==> config.mk <==
export PLATFORM = sky130hd
export DESIGN_NAME = conv_trig_qual
export DESIGN_NICKNAME = d
export VERILOG_FILES = /design/src/rtl/ctq_pkg.sv /design/src/rtl/ctq_sync.sv /design/src/rtl/ctq_pin_qual.sv /design/src/rtl/ctq_gate.sv /design/src/rtl/conv_trig_qual.sv
export SDC_FILE = /design/constraint.sdc
export NUM_CORES = 1
export LEC_CHECK = 0
export ABC_AREA = 1
export CORE_MARGIN = 2
export CORE_UTILIZATION = 30
export CTS_CLUSTER_DIAMETER = 60
export DETAILED_ROUTE_END_ITERATION = 10
export PLACE_DENSITY_LB_ADDON = 0.2
export SYNTH_ARGS = -nofsm -noshare
export SYNTH_HDL_FRONTEND = slang
export SYNTH_SLANG_ARGS = --single-unit
==> constraint.sdc <==
create_clock -name clk -period 1.74 [get_ports clk]
set_input_delay 0.174 -clock clk [delete_from_list [all_inputs] [get_ports clk]]
set_output_delay 0.174 -clock clk [all_outputs]
set_load 0.01 [all_outputs]
==> src/rtl/ctq_pkg.sv <==
package ctq_pkg;

    typedef enum logic {
        SRC_PIN   = 1'b0,
        SRC_TIMER = 1'b1
    } trig_src_e;

    typedef struct packed {
        logic acq;
        logic hw_open;
        logic sw_open;
        logic busy;
    } gate_s;

    function automatic logic gates_open(gate_s g);
        return g.acq & g.hw_open & g.sw_open;
    endfunction

endpackage

==> src/rtl/ctq_sync.sv <==
module ctq_sync #(
    parameter int   STAGES  = 2,
    parameter logic RST_VAL = 1'b1
) (
    input  logic clk,
    input  logic rst,
    input  logic d,
    output logic q
);
    logic [STAGES-1:0] chain;

    always_ff @(posedge clk) begin
        if (rst) chain <= {STAGES{RST_VAL}};
        else     chain <= {chain[STAGES-2:0], d};
    end

    assign q = chain[STAGES-1];
endmodule

==> src/rtl/ctq_pin_qual.sv <==
module ctq_pin_qual #(
    parameter int MIN_LOW_CYC = 7,
    parameter int PERIOD_W    = 8
) (
    input  logic                clk,
    input  logic                rst,
    input  logic                pin_s,
    input  logic [PERIOD_W-1:0] conv_period,
    output logic                trig
);
    localparam int LOW_W = $clog2(MIN_LOW_CYC + 1);
    localparam logic [LOW_W-1:0] LOW_LAST = LOW_W'(MIN_LOW_CYC - 1);
    localparam logic [LOW_W-1:0] LOW_SAT  = LOW_W'(MIN_LOW_CYC);

    logic [PERIOD_W-1:0] hi_run;
    logic [LOW_W-1:0]    lo_run;
    logic                armed;
    logic                first_low;
    logic                edge_ok;

    assign first_low = !pin_s && (lo_run == '0);
    assign edge_ok   = first_low ? (hi_run >= conv_period) : armed;
    assign trig      = !pin_s && edge_ok && (lo_run == LOW_LAST);

    always_ff @(posedge clk) begin
        if (rst) begin
            hi_run <= '0;
            lo_run <= '0;
            armed  <= 1'b0;
        end else if (pin_s) begin
            if (hi_run != '1) hi_run <= hi_run + 1'b1;
            lo_run <= '0;
            armed  <= 1'b0;
        end else begin
            hi_run <= '0;
            if (first_low) armed <= (hi_run >= conv_period);
            if (lo_run < LOW_SAT) lo_run <= lo_run + 1'b1;
        end
    end
endmodule

==> src/rtl/ctq_gate.sv <==
module ctq_gate
    import ctq_pkg::*;
(
    input  logic      clk,
    input  logic      rst,
    input  trig_src_e src,
    input  logic      pin_trig,
    input  logic      timer_pulse,
    input  gate_s     gates,
    output logic      soc,
    output logic      overrun
);
    logic cand;
    logic fire;

    assign cand = (src == SRC_TIMER) ? timer_pulse : pin_trig;
    assign fire = cand & gates_open(gates) & ~soc;

    always_ff @(posedge clk) begin
        if (rst) begin
            soc     <= 1'b0;
            overrun <= 1'b0;
        end else begin
            soc <= fire & ~gates.busy;
            if (fire & gates.busy) overrun <= 1'b1;
        end
    end
endmodule

==> src/rtl/conv_trig_qual.sv <==
module conv_trig_qual
    import ctq_pkg::*;
#(
    parameter int MIN_LOW_CYC = 7,
    parameter int PERIOD_W    = 8,
    parameter int SYNC_STAGES = 2
) (
    input  logic                clk,
    input  logic                rst,
    input  logic                pin_conv_n,
    input  logic                timer_pulse,
    input  logic                src_sel,
    input  logic [PERIOD_W-1:0] conv_period,
    input  logic                acq_active,
    input  logic                hw_gate_n,
    input  logic                sw_gate,
    input  logic                adc_busy,
    output logic                soc,
    output logic                overrun,
    output logic                timer_oe,
    output logic                conv_mon_n
);
    trig_src_e src;
    gate_s     gates;
    logic      pin_s;
    logic      pin_trig;

    assign src   = trig_src_e'(src_sel);
    assign gates = '{acq: acq_active, hw_open: ~hw_gate_n,
                     sw_open: sw_gate, busy: adc_busy};

    ctq_sync #(.STAGES(SYNC_STAGES), .RST_VAL(1'b1)) u_sync (
        .clk (clk),
        .rst (rst),
        .d   (pin_conv_n),
        .q   (pin_s)
    );

    ctq_pin_qual #(.MIN_LOW_CYC(MIN_LOW_CYC), .PERIOD_W(PERIOD_W)) u_qual (
        .clk         (clk),
        .rst         (rst),
        .pin_s       (pin_s),
        .conv_period (conv_period),
        .trig        (pin_trig)
    );

    ctq_gate u_gate (
        .clk         (clk),
        .rst         (rst),
        .src         (src),
        .pin_trig    (pin_trig),
        .timer_pulse (timer_pulse),
        .gates       (gates),
        .soc         (soc),
        .overrun     (overrun)
    );

    assign timer_oe   = (src == SRC_TIMER);
    assign conv_mon_n = (src == SRC_TIMER) ? ~timer_pulse : pin_s;
endmodule

Word-level counts from Yosys, hierarchy flattened

Index checks and enable logic that the tools add are counted.

Input port bits: 17
Register bits: 16
Output and inout bits: 4
Word-level logic and storage cells: 33

$lt $le $gt $ge: 2
Eq/ne operators: 2
$add $sub $neg: 2
Muxes and demuxes: 3
Bitwise logic cells: 11
Reduce and logical (&&, ||, !) cells: 7

Operator list:

| operator                                      | number |
|---|---|
| adder 8 x 1 -> 8 bit (second input constant)  | 1 |
| greater-or-equal comparator 8 bit             | 1 |
| inequality test 8 bit (second input constant) | 1 |
| bitwise AND 1 bit                             | 6 |
| inverter 1 bit                                | 5 |
| OR reduction 2 bit                            | 2 |
| adder 3 x 1 -> 3 bit (second input constant)  | 1 |
| equality test 3 bit (second input constant)   | 1 |
| logical AND 1 bit                             | 3 |
| logical NOT 3 bit                             | 1 |
| < comparator 3 bit (second input constant)    | 1 |
| 2-to-1 mux 1 bit                              | 3 |
| logical NOT 1 bit                             | 1 |

Logic depth before layout (Yosys ltp)

Depth in word-level cells: 9
Mapped depth: 13
Gate-level depth less buffers: 13

By module

A second synthesis with hierarchy kept.

Cell total of the unflattened synthesis: 141
Area total of the unflattened synthesis: 996.0 µm²

Modules (own cells, without submodules):

| module         | area an instance (µm²) | sequential area each (µm²) | times used | cells each |
|---|---|---|---|---|
| ctq_pin_qual   | 808.3                  | 240.2                      | 1          | 111 |
| ctq_gate       | 98.8                   | 40.0                       | 1          | 16 |
| ctq_sync       | 58.8                   | 40.0                       | 1          | 7 |
| conv_trig_qual | 30.0                   | 0.0                        | 1          | 7 |

Least setup slack after synthesis

Ideal clock, no wire load.

Kind: register to register
Start: register u_qual.hi_run[1]
End: register u_qual.hi_run[5]
Stages on the path, launching flop included: 10
Required time: 1630 ps
Arrival time: 1267 ps
Setup time: 110 ps
Setup slack: 363 ps
Cell sequence: dfxtp_1 ha_1 nand2_1 nor2_2 nand2_2 nor2_4 nor2_2 a31o_1 nand3_1 inv_1

Cells in the longest elaborated chain, start to end: 1

RTL lines:

| item                                                                 | line               | RTL |
|---|---|---|
| from (decl)                                                          | ctq_pin_qual.sv:15 | `logic [PERIOD_W-1:0] hi_run;` |
| from (signal assigned)                                               | ctq_pin_qual.sv:31 | `if (hi_run != '1) hi_run <= hi_run + 1'b1;` |
| adder 8 x 1 -> 8 bit / inequality test 8 bit (equally long branches) | ctq_pin_qual.sv:31 |  |

Parallel ways exist; a longest one is shown, timed or not.
A chain may end at the register's enable or synchronous reset.

Worst setup path in the final report

Start: register u_qual.hi_run[0]
End: register u_qual.hi_run[5]

Same word-level chain as after synthesis.

==> results.yml <==
setup_path:
  reg2reg_setup_slack_ps: 220
  critical_path.max_fanout: 6
  critPathArrivalTime_ps: 1710
  critPathRequiredTime_ps: 1930
  startpoint: "u_qual.hi_run[0]"
  timing_worst_setup_path_type: "register to register"
  critical_path.reg2reg.startpoint: "u_qual.hi_run[0]"
  crit_path_end_kind: "register"
  category_of_the_worst_setup_path_launch_point: "register"
clock_network:
  tritoncts: "built"
  cts_post_setup_buffers_inserted: 0
  clock_sinks: 16
  ctsHtreeMaxLevel: 1
  cts_buffer_depth: 2
  clk_latency_ps: 280
  cts.root.buffer_cell: "sky130_fd_sc_hd__clkbuf_4"
  cts_made_buffers: 3
  clkSlewWorstSetupHoldPaths_ps: 100
global_route:
  first_pass_grt_wire_length_um: 3310
  grt_pass1_vias: 846
  maximum_number_of_pins_on_one_net_before_global_route_repair: 10
  grt_util_all_layers: 0.120
  number_of_antenna_violations_at_the_first_check_in_global_routing: 0
  globalRouteOverflowTotal: 0
floorplan:
  die_area_um2: 3560
  initial_utilization: 0.309
  fp-row-count: 20
  design.core.area_um2: 3000
  die_height_um: 59.6
  io_pins: 21
  chipWidth_um: 59.6
layout:
  mostFrequentLayoutCell: "sky130_fd_sc_hd__inv_1"
  footprint_of_the_flip_flops_and_latches_um2: 322
  area_overhead_vs_synth_pct: 30.3
  antenna-diode-count: 0
  finish.cell_count_without_fillers: 184
  fin_util: 0.403
  multi_input_comb_area_um2: 510
  fill_cells: 322
  layout.cells.most_common_list: "sky130_fd_sc_hd__inv_1 (24), sky130_fd_sc_hd__nand2_1 (22), sky130_fd_sc_hd__clkdlybuf4s50_1 (19)"
  share_of_cells_above_drive_strength_1: 0.0861
  finalNetCount: 181
synthesis:
  post_synth_num_cell_types: 21
  synth_enable_flop_cells: 0
  synth.cell_area_um2: 928
  syn-num-nets: 156
  synthesis.area_per_instance_um2: 7.31
  yosys_most_used_dff: "sky130_fd_sc_hd__dfxtp_1"
  ys_seq_elements: 16
  yosys_warnings: 0
  netlist_instances: 127
  seq_area_frac_synth: 0.345
  async_flop_share: 0
route:
  drt_first_pass_iters: 4
  first_iter_violations: 28
  drt_drc_violations_left: 0
  final_antenna_net_count: 0
  drt-vias-per-instance: 4.46
  detailroute.via_count: 821
  routed_wire_length_per_instance_um: 9.39
  routed_wl_um: 1730
timing:
  finClkSkew_ps: 4.15
  rsz_0062_raised_after_global_routing: "false"
  post-route-min-period_ps: 1520
  relSlewSlack: 0.694
  worst-slew-pin-transition_ps: 457
  worst_slack_ps: 216
  setup_viol_count_final: 0
  min_period_over_period: 0.876
  final-hold-violation-count: 0
  final-max-slew-violation-count: 0
  maxClockFrequency_mhz: 656
placement:
  routabilityCongestion: 0.754
  place.detailed.hpwl_um: 1430
  place_inst: 180
  place.port_buffers: 20
  dp_worst_setup_slack_ps: -30.9
pwr:
  post-layout-total-power_uw: 733
  vdd_ir_drop_max_v: 0.000314
  p_leak_uw: 0.000581
  power.density_cell_area_nw_per_um2: 606
job:
  max-cap-violations: 0
hold_path:
  hold_path_class: "register to register"
  startpoint_of_the_worst_hold_path: "u_sync.chain[0]"
run_status:
  run_status: "finished clean"
[synthesized netlist by cell type (2+ instances only)]
cell / number / area, µm²
sky130_fd_sc_hd__a31oi_1: 4 / 25.0
sky130_fd_sc_hd__ha_1: 12 / 150
sky130_fd_sc_hd__nor2_2: 2 / 12.5
sky130_fd_sc_hd__inv_1: 24 / 90.1
sky130_fd_sc_hd__o21ai_0: 8 / 40.0
sky130_fd_sc_hd__nand2_1: 22 / 82.6
sky130_fd_sc_hd__o21a_1: 2 / 15.0
sky130_fd_sc_hd__nor2_1: 15 / 56.3
sky130_fd_sc_hd__a21oi_1: 5 / 25.0
sky130_fd_sc_hd__dfxtp_1: 16 / 320
sky130_fd_sc_hd__or2_2: 3 / 18.8
sky130_fd_sc_hd__nand3_1: 5 / 25.0
[logic make-up (layout without fill, tap and decap cells)]
kind of cell,count (synthesis),in the layout,synth area share
AO/OA/AOI/OAI,21,21,0.131
XOR/XNOR,1,1,0.00944
adder cells (fa/ha/maj),12,12,0.162
buffers and inverters,25,49,0.105
flip-flops,16,16,0.345
AND/OR/NAND/NOR,52,52,0.248
[worst max-delay path: stages, from the launching register on]
cell,delay [ps]
sky130_fd_sc_hd__dfxtp_1,360
sky130_fd_sc_hd__ha_1,200
sky130_fd_sc_hd__nand2_1,110
sky130_fd_sc_hd__nor2_2,180
sky130_fd_sc_hd__nand2_2,80
sky130_fd_sc_hd__nor2_4,160
sky130_fd_sc_hd__nor2_2,80
sky130_fd_sc_hd__a31o_1,170
sky130_fd_sc_hd__nand3_1,60
sky130_fd_sc_hd__inv_1,40
[cell type report]
cell class                      instances  share of cell area
Inverter                               24              0.0745
Tap cell                               33              0.0341
Multi-Input combinational cell         86               0.422
Sequential cell                        16               0.266
Clock buffer                            4              0.0300
Timing Repair Buffer                   21               0.174
[repair_timing]
item / CTS / global route
endpoints found under the setup margin: 0 / 3
gates resized for setup: 0 / 2
hold buffers: 0 / 0
[metrics by stage]
stage	hold WS (ps)	TNS [ps]	cell area (µm²)
floorplan	243	0	928
global placement	395	-34.8	1170
detailed placement	396	-48.2	1170
CTS	423	0	1210
global route	432	0	1210
finish	418	0	1210
[flip-flops by register name, summed over array words and instances, names as in the netlist]
name,cells
u_gate.overrun,1
u_qual.lo_run,3
u_sync.chain,2
u_qual.armed,1
u_qual.hi_run,8
u_gate.soc,1
[metal layers]
layer  up-vias  share of wire  GRT usage
met1       359           0.50      0.168
met3         2          0.023     0.0197
met5         -              0          0
met2         6           0.47      0.188
met4         0          0.011     0.0381
li1        454              -          -
[power by group]
group          internal (µW)  switching, µW
Sequential               376           7.06
Clock                    127            119
Combinational           61.2           43.3
Total                    564            169
[final timing paths]
path / endpoint / cells after the start
worst max register to register: u_qual.hi_run[5] / 9
worst max-delay path: u_qual.hi_run[5] / 9
worst min register to register: u_sync.chain[1] / 1
worst min-delay path: u_sync.chain[1] / 1
(Power assumes the default switching activity.)
